**config.mk**
```make
export PLATFORM = sky130hd
export DESIGN_NAME = rep_str_cmp
export DESIGN_NICKNAME = d
export VERILOG_FILES = /design/src/rtl/rep_str_cmp.sv
export SDC_FILE = /design/constraint.sdc
export NUM_CORES = 1
export LEC_CHECK = 0
export ABC_AREA = 1
export BUFFER_PORTS_ARGS = -buffer_cell sky130_fd_sc_hd__buf_2
export CAP_MARGIN = 20
export CORE_MARGIN = 3
export CORE_UTILIZATION = 46
export CTS_CLUSTER_SIZE = 12
export DETAILED_ROUTE_END_ITERATION = 7
export HOLD_SLACK_MARGIN = 0.15
export PLACE_DENSITY = 0.74
export SLEW_MARGIN = 20
export SYNTH_ARGS = -nofsm -noshare
export SYNTH_HDL_FRONTEND = slang
export SYNTH_SLANG_ARGS = --single-unit
```
**constraint.sdc**
```tcl
create_clock -name clk -period 5.4 [get_ports clk]
set_input_delay 1.62 -clock clk [delete_from_list [all_inputs] [get_ports clk]]
set_output_delay 1.62 -clock clk [all_outputs]
set_load 0.05 [all_outputs]
```
**src/rtl/rep_str_cmp.sv**
```systemverilog
module rep_str_cmp #(
  parameter int AW = 16,
  parameter int CW = 16
) (
  input  logic          clk,
  input  logic          rst_n,
  input  logic          start,
  input  logic [AW-1:0] src_i,
  input  logic [AW-1:0] dst_i,
  input  logic [CW-1:0] count_i,
  input  logic          word_i,
  input  logic          down_i,
  input  logic          until_ne_i,
  output logic          mem_req,
  output logic [AW-1:0] mem_addr,
  input  logic [7:0]    mem_rdata,
  input  logic          mem_ready,
  output logic [AW-1:0] src_o,
  output logic [AW-1:0] dst_o,
  output logic [CW-1:0] count_o,
  output logic          zf_o,
  output logic          busy_o,
  output logic          done_o
);

  typedef enum logic [2:0] {S_IDLE, S_SL, S_SH, S_DL, S_DH, S_FIN} st_t;

  st_t           st;
  logic [AW-1:0] src_q, dst_q;
  logic [CW-1:0] cnt_q;
  logic          zf_q, word_q, down_q, ne_q;
  logic [15:0]   sbuf;
  logic [7:0]    dlo;

  logic [AW-1:0] step, src_nx, dst_nx;
  logic [CW-1:0] cnt_m1;
  logic [15:0]   sval, dval;
  logic          eq, elem_done, stop;

  assign step   = word_q ? AW'(2) : AW'(1);
  assign src_nx = down_q ? src_q - step : src_q + step;
  assign dst_nx = down_q ? dst_q - step : dst_q + step;
  assign cnt_m1 = cnt_q - CW'(1);

  assign sval = word_q ? sbuf : {8'h00, sbuf[7:0]};
  assign dval = word_q ? {mem_rdata, dlo} : {8'h00, mem_rdata};
  assign eq   = (sval == dval);

  assign elem_done = mem_ready && ((st == S_DL && !word_q) || st == S_DH);
  assign stop      = (cnt_m1 == '0) || (ne_q && !eq);

  assign mem_req = (st == S_SL) || (st == S_SH) || (st == S_DL) || (st == S_DH);

  always_comb begin
    case (st)
      S_SH:    mem_addr = src_q + AW'(1);
      S_DL:    mem_addr = dst_q;
      S_DH:    mem_addr = dst_q + AW'(1);
      default: mem_addr = src_q;
    endcase
  end

  assign src_o   = src_q;
  assign dst_o   = dst_q;
  assign count_o = cnt_q;
  assign zf_o    = zf_q;
  assign busy_o  = (st != S_IDLE);
  assign done_o  = (st == S_FIN);

  always_ff @(posedge clk or negedge rst_n) begin
    if (!rst_n) begin
      st     <= S_IDLE;
      src_q  <= '0;
      dst_q  <= '0;
      cnt_q  <= '0;
      zf_q   <= 1'b0;
      word_q <= 1'b0;
      down_q <= 1'b0;
      ne_q   <= 1'b0;
      sbuf   <= '0;
      dlo    <= '0;
    end else begin
      case (st)
        S_IDLE: if (start) begin
          src_q  <= src_i;
          dst_q  <= dst_i;
          cnt_q  <= count_i;
          word_q <= word_i;
          down_q <= down_i;
          ne_q   <= until_ne_i;
          st     <= (count_i == '0) ? S_FIN : S_SL;
        end
        S_SL: if (mem_ready) begin
          sbuf[7:0] <= mem_rdata;
          st        <= word_q ? S_SH : S_DL;
        end
        S_SH: if (mem_ready) begin
          sbuf[15:8] <= mem_rdata;
          st         <= S_DL;
        end
        S_DL: if (mem_ready && word_q) begin
          dlo <= mem_rdata;
          st  <= S_DH;
        end
        S_FIN:   st <= S_IDLE;
        default: ;
      endcase
      if (elem_done) begin
        zf_q  <= eq;
        cnt_q <= cnt_m1;
        src_q <= src_nx;
        dst_q <= dst_nx;
        st    <= stop ? S_FIN : S_SL;
      end
    end
  end

  AST_ADDR_HOLD: assert property (@(posedge clk) disable iff (!rst_n)
    mem_req && !mem_ready |=> mem_req && $stable(mem_addr));
  AST_IDLE_QUIET: assert property (@(posedge clk) disable iff (!rst_n)
    !busy_o |-> !mem_req);
  AST_PTR_STEP: assert property (@(posedge clk) disable iff (!rst_n)
    elem_done && !down_q && !word_q |=> src_q == $past(src_q) + AW'(1));
  AST_CNT_DEC: assert property (@(posedge clk) disable iff (!rst_n)
    elem_done |=> cnt_q == $past(cnt_q) - CW'(1));
  AST_NE_EXIT: assert property (@(posedge clk) disable iff (!rst_n)
    elem_done && ne_q && !eq |=> done_o && !zf_o);
  AST_ZERO_RUN: assert property (@(posedge clk) disable iff (!rst_n)
    !busy_o && start && count_i == '0 |=> done_o && !mem_req && $stable(zf_o));
  AST_DONE_PULSE: assert property (@(posedge clk) disable iff (!rst_n)
    done_o |=> !done_o);

endmodule

```
; Word level (Yosys, flattened, before mapping)
; Cells that the tools add are included.
[word_totals]
latch_bits = 0
rom_bits = 0
n_memories = 0
output_inout_bits = 68
ramBits = 0
regBits = 79
elab_cells = 76
in_bits = 63
[op_classes]
n_mux = 24
order_cmp = 0
n_eq_ne = 10
mul = 0
n_shift = 0
bitwise = 0
addsub = 7
reduce_logical = 24
n_div = 0
[op_table]
columns = op, count
row1 = $mux 16, 13
row2 = $pmux 16 s3, 1
row3 = $add 16x1->16 const B, 2
row4 = $add 16x2->16, 2
row5 = $logic_not 16->1, 2
row6 = $sub 16x2->16, 2
row7 = $mux 3, 7
row8 = $eq 16x16->1, 1
row9 = $sub 16x1->16 const B, 1
row10 = $pmux 3 s5, 1
row11 = $reduce_and 2->1, 5
row12 = $ne 3x3->1 const B, 3
row13 = $eq 3x2->1 const B, 2
row14 = $eq 3x3->1 const B, 2
row15 = $reduce_bool 6->1, 1
row16 = $logic_or 1x1->1, 5
row17 = $reduce_and 5->1, 1
row18 = $logic_and 1x1->1, 4
row19 = $reduce_bool 2->1, 2
row20 = $eq 3x1->1 const B, 1
row21 = $logic_not 3->1, 1
row22 = $ne 3x2->1 const B, 1
row23 = $reduce_bool 3->1, 1
row24 = $logic_not 1->1, 2
row25 = other kinds (2), 2

; Longest topological paths before layout
[depth]
depth_word = 7
ltp_mapped = 16
mapped_depth_nobuf = 15

; Worst setup path before layout
; Ideal clock, no wire load.
[synth_timing]
kind = register to output
start = reg st[0]
end = out mem_addr[0]
required_time_ns = 3.780
path_buffers = 2
slack_ns = 1.503
path_stages_with_launch = 9
t_arrival_ns = 2.277
path_cell_list = dfrtp_1 nor2_4 nand2_2 buf_6 buf_6 nand2_2 nor2_4 inv_2 o21ai_0
[synth_between]
elab_chain_len = 2
elab_cells_between_ends = 4
classes_between = eq/ne: 3 / mux: 1
[synth_rtl]
columns = item, line_no
row1 = start: declaration, 28  ; st_t st;
row2 = start signal: assignment, 91  ; st <= (count_i == '0) ? S_FIN : S_SL;
row3 = start signal: assignment, 95  ; st <= word_q ? S_SH : S_DL;
row4 = start signal: assignment, 113  ; st <= stop ? S_FIN : S_SL;
row5 = $eq 3x3->1 or $eq 3x2->1 (tied branches), 55  ; case (st)
row6 = $pmux 16 s3 (*), 55
row7 = end: declaration, 15  ; output logic [AW-1:0] mem_addr,
; Mark *: on every way between the ends. The rest lies on a longest branch, timed or not.

; Final worst setup path
[layout_timing]
start = reg st[1]
end = out mem_addr[10]
; The elaborated chain is that of the path after synthesis.

==> summary.md <==
| Metric | Value |
|---|---|
| Filler instances | `around 1500` |
| DR pass1 iterations | `5` |
| Die Ht | `between 100 and 150 um` |
| Net Count, Synth | `approximately 1200` |
| Clk slew on worst S/H paths | `around 70 ps` |
| Worst path bufs/invs | `1` |
| Std cell rows | `44` |
| Worst Setup Start Kind | `flop` |
| Netlist cell types | `40` |
| Hold_ws | `just under 500 ps` |
| CP max-delay cell | `dfrtp_1` |
| GRT Total Usage | `a little over a quarter` |
| MaxCap Viol Count | `0` |
| Initial antenna violation count | `2` |
| Slew margin rel. | `between 30% and 40%` |
| CP delay by family, top | `simple AND/OR/NAND/NOR gates` |
| Element type at the critical path end | `output port` |
| GRT Residual Overflow | `0` |
| Peak Freq | `0.212 GHz` |
| Synth area leader | `dfrtp_1` |
| Post-DRT Antenna Nets | `0` |
| Number of remaining DRC errors | `0` |
| Routed len/inst | `15.3 um` |
| Hold Crit Class | `reg -> reg` |
| Final setup vio count | `0` |
| Global-route wire length before repair | `roughly 35000 um` |
| Syn Std Cell Area | `slightly below 7000 um2` |
| Num CTS Buffers | `9` |
| CP max FO | `38` |
| CTS root buffer | `clkbuf_16` |
| Fin. max-slew vios | `0` |
| Seq/Total Area, Yosys | `between 20% and 30%` |
| Initial core utilization | `about 47%` |
| Slew @ Worst Pin | `between 900 and 1000 ps` |
| Area share of the largest cell type after synthesis | `roughly 29%` |
| CP max stage delay | `between 400 and 500 ps` |
| Outcome | `completed` |
| I/O pin cnt | `131` |
| Post CTS Setup Buffer Count | `0` |
| #FFs+latches synth | `79` |
| Ranking of synthesized cells by area | `dfrtp_1 29%, nand2_1 19%, nand3_1 6.7%, inv_1 6.6%, ha_1 6.0%` |
| Area Growth Syn to Fin | `15.6%` |
| Via count | `roughly 7500` |
| Syn Area/Cell | `roughly 6.4 um2` |
| Final Hold Fails | `0` |
| Die area | `16500 um2` |
| CP Class | `reg -> out` |
| Yosys warns | `0` |
| Post-CTS Hold Buffers | `0` |
| RSZ-0062 raised after global routing | `no` |
| Die width | `128 um` |
| WP data required | `about 3800 ps` |
| Core box area | `roughly 15000 um2` |
| Max Root-Sink Buffers | `2` |
| Worst endpoint data arrival time | `roughly 3100 ps` |
| Worst reg-to-reg setup slack | `between 1500 and 2000 ps` |
| TritonCTS Sinks | `79` |
| H-tree depth | `3` |
| Post-layout min period | `about 4700 ps` |
| WL final | `between 20000 and 25000 um` |
| Resize count post-CTS | `0` |
| TritonCTS clock tree | `done` |
| PortBufs | `130` |
| Pin count of the biggest net entering global routing | `slightly above 50` |
| DR vias/cell | `approximately 5.4` |
| Post-route clock period utilization | `between 80 and 90%` |
| Post-Synthesis Cells | `1082` |
| DRT iter0 DRCs | `around 550` |
| Layout Nets | `around 1300` |
| Total Neg Setup Slack | `0 ps` |
| Clock Latency Late Sink | `roughly 340 ps` |
| Gpl congestion | `~0.92` |
| Clock Skew | `approximately 6.4 ps` |
| Layout cells sized above 1 | `~16%` |
| DP Wirelength | `between 15000 and 20000 um` |
| Crit-path cells | `nor2_4, nand2_2, o21ai_1, ha_1, nand2_2, nor2_2, nand2_1, o21bai_1, nand3_1, nand3_1, buf_2` |
| Vias in the first global route | `between 7000 and 8000` |
==> worst reg2reg max path, delay by kind of cell, from the launching register on <==
family / cells / cell delay (ps)
buf+inv: 3 / 680
fa+ha+maj: 2 / 780
simple gates: 7 / 650
flops: 1 / 940
compound gates: 1 / 390
==> cells in the final DEF, fill, tap and decap left out, types with 2 or more instances in the layout <==
cell	instances
o21ai_0	76
diode_2	2
clkinv_4	2
o21bai_1	7
o22ai_1	10
a22oi_1	6
clkbuf_16	9
o211ai_1	5
nor2_1	100
nand3b_1	15
or2_2	2
o21ai_1	11
nand2_1	348
buf_4	6
nand3_1	92
inv_6	3
ha_1	33
inv_1	121
fa_1	2
nand2_2	9
o21a_1	2
o221ai_1	11
nor2_2	5
a21o_1	4
xnor2_1	6
a21oi_1	51
buf_2	129
nor2_4	6
o21ai_2	4
nand4_1	12
nor3_1	5
inv_2	9
xor2_1	15
dfrtp_1	79
==> through the flow <==
| stage | util, % | setup slack [ps] | instances | instance area (um2) |
|---|---|---|---|---|
| floorplan | - | 1500 | 1082 | 6900 |
| global placement | 52.5 | 1150 | 1371 | 7660 |
| detailed placement | 52.5 | 1100 | 1371 | 7660 |
| CTS | 54.7 | 722 | 1387 | 7980 |
| global route | 54.7 | 445 | 1387 | 7980 |
| finish | 54.7 | 677 | 1389 | 7980 |
==> state kept, by name, summed over array words and instances, names as in the netlist <==
register	flops
src_o	16
st	3
count_o	16
down_q	1
dst_o	16
word_q	1
sbuf	16
dlo	8
zf_o	1
ne_q	1
==> worst paths after layout <==
check	start	to	cells after the start
min reg2reg	dlo[0]$_DFFE_PN0P_	dlo[0]$_DFFE_PN0P_	2
min	dlo[0]$_DFFE_PN0P_	dlo[0]$_DFFE_PN0P_	2
min in group asynchronous	rst_n	src_o[13]$_DFFE_PN0P_	1
max in group asynchronous	rst_n	zf_o$_DFFE_PN0P_	2
max reg2reg	word_q$_DFFE_PN0P_	dst_o[14]$_DFFE_PN0P_	13
max	st[1]$_DFFE_PN0P_	mem_addr[10]	11
==> logic make-up (layout without fill, tap and decap cells) <==
family / Yosys count / in the layout / share of synthesized area, %
adders and majority gates: 35 / 35 / 6.56
xor gates and xnor gates: 21 / 21 / 2.67
and+or+nand+nor: 596 / 596 / 36.6
DFF: 79 / 79 / 28.6
buffers and inverters: 160 / 281 / 9.52
other: 0 / 2 / 0
AOI/OAI and AO/OA: 191 / 191 / 16.0
==> cells in the mapped netlist <==
master / n
inv_1: 121
ha_1: 33
o21bai_1: 7
nor2_2: 6
clkbuf_1: 11
inv_2: 9
a21o_1: 4
a22oi_1: 6
nor2_1: 101
o221ai_1: 11
o21ai_1: 11
nand2_1: 348
nand2_2: 9
buf_6: 2
o21ai_2: 4
a21oi_1: 51
fa_1: 2
buf_2: 11
buf_1: 2
o21a_1: 2
a211oi_1: 1
nor3b_1: 1
buf_4: 3
nor2_4: 4
buf_12: 1
xnor2_1: 6
nor3_1: 5
nand3_1: 92
a21boi_0: 1
or2_2: 2
nand4_1: 12
nand3b_1: 15
o211ai_1: 5
o21ai_0: 76
dfrtp_1: 79
o22ai_1: 10
o21ai_4: 1
a31oi_1: 1
xor2_1: 15
nand3_2: 1
==> final cells by class <==
cell class                      instances  area [um2]  share of cell area, %
Multi-Input combinational cell        843        4280                   53.6
Sequential cell                        79        1980                   24.8
Timing Repair Buffer                  135         691                   8.65
Inverter                              130         488                   6.11
Tap cell                              184         230                   2.88
Clock buffer                            9         225                   2.82
Clock inverter                          7        85.1                   1.07
Antenna cell                            2        5.00                 0.0627
==> routing by layer <==
layer  vias up  GRT usage (%)  share of wire [%]
met2       278           42.9                 45
met3        41           5.02                7.3
met5         -              0              0.099
li1       3766              -                  -
met1      3386           35.2                 45
met4         4           7.87                2.2
Power is not shown: default switching activity piles up to over one toggle a cycle in this logic, so the estimate is an artifact.
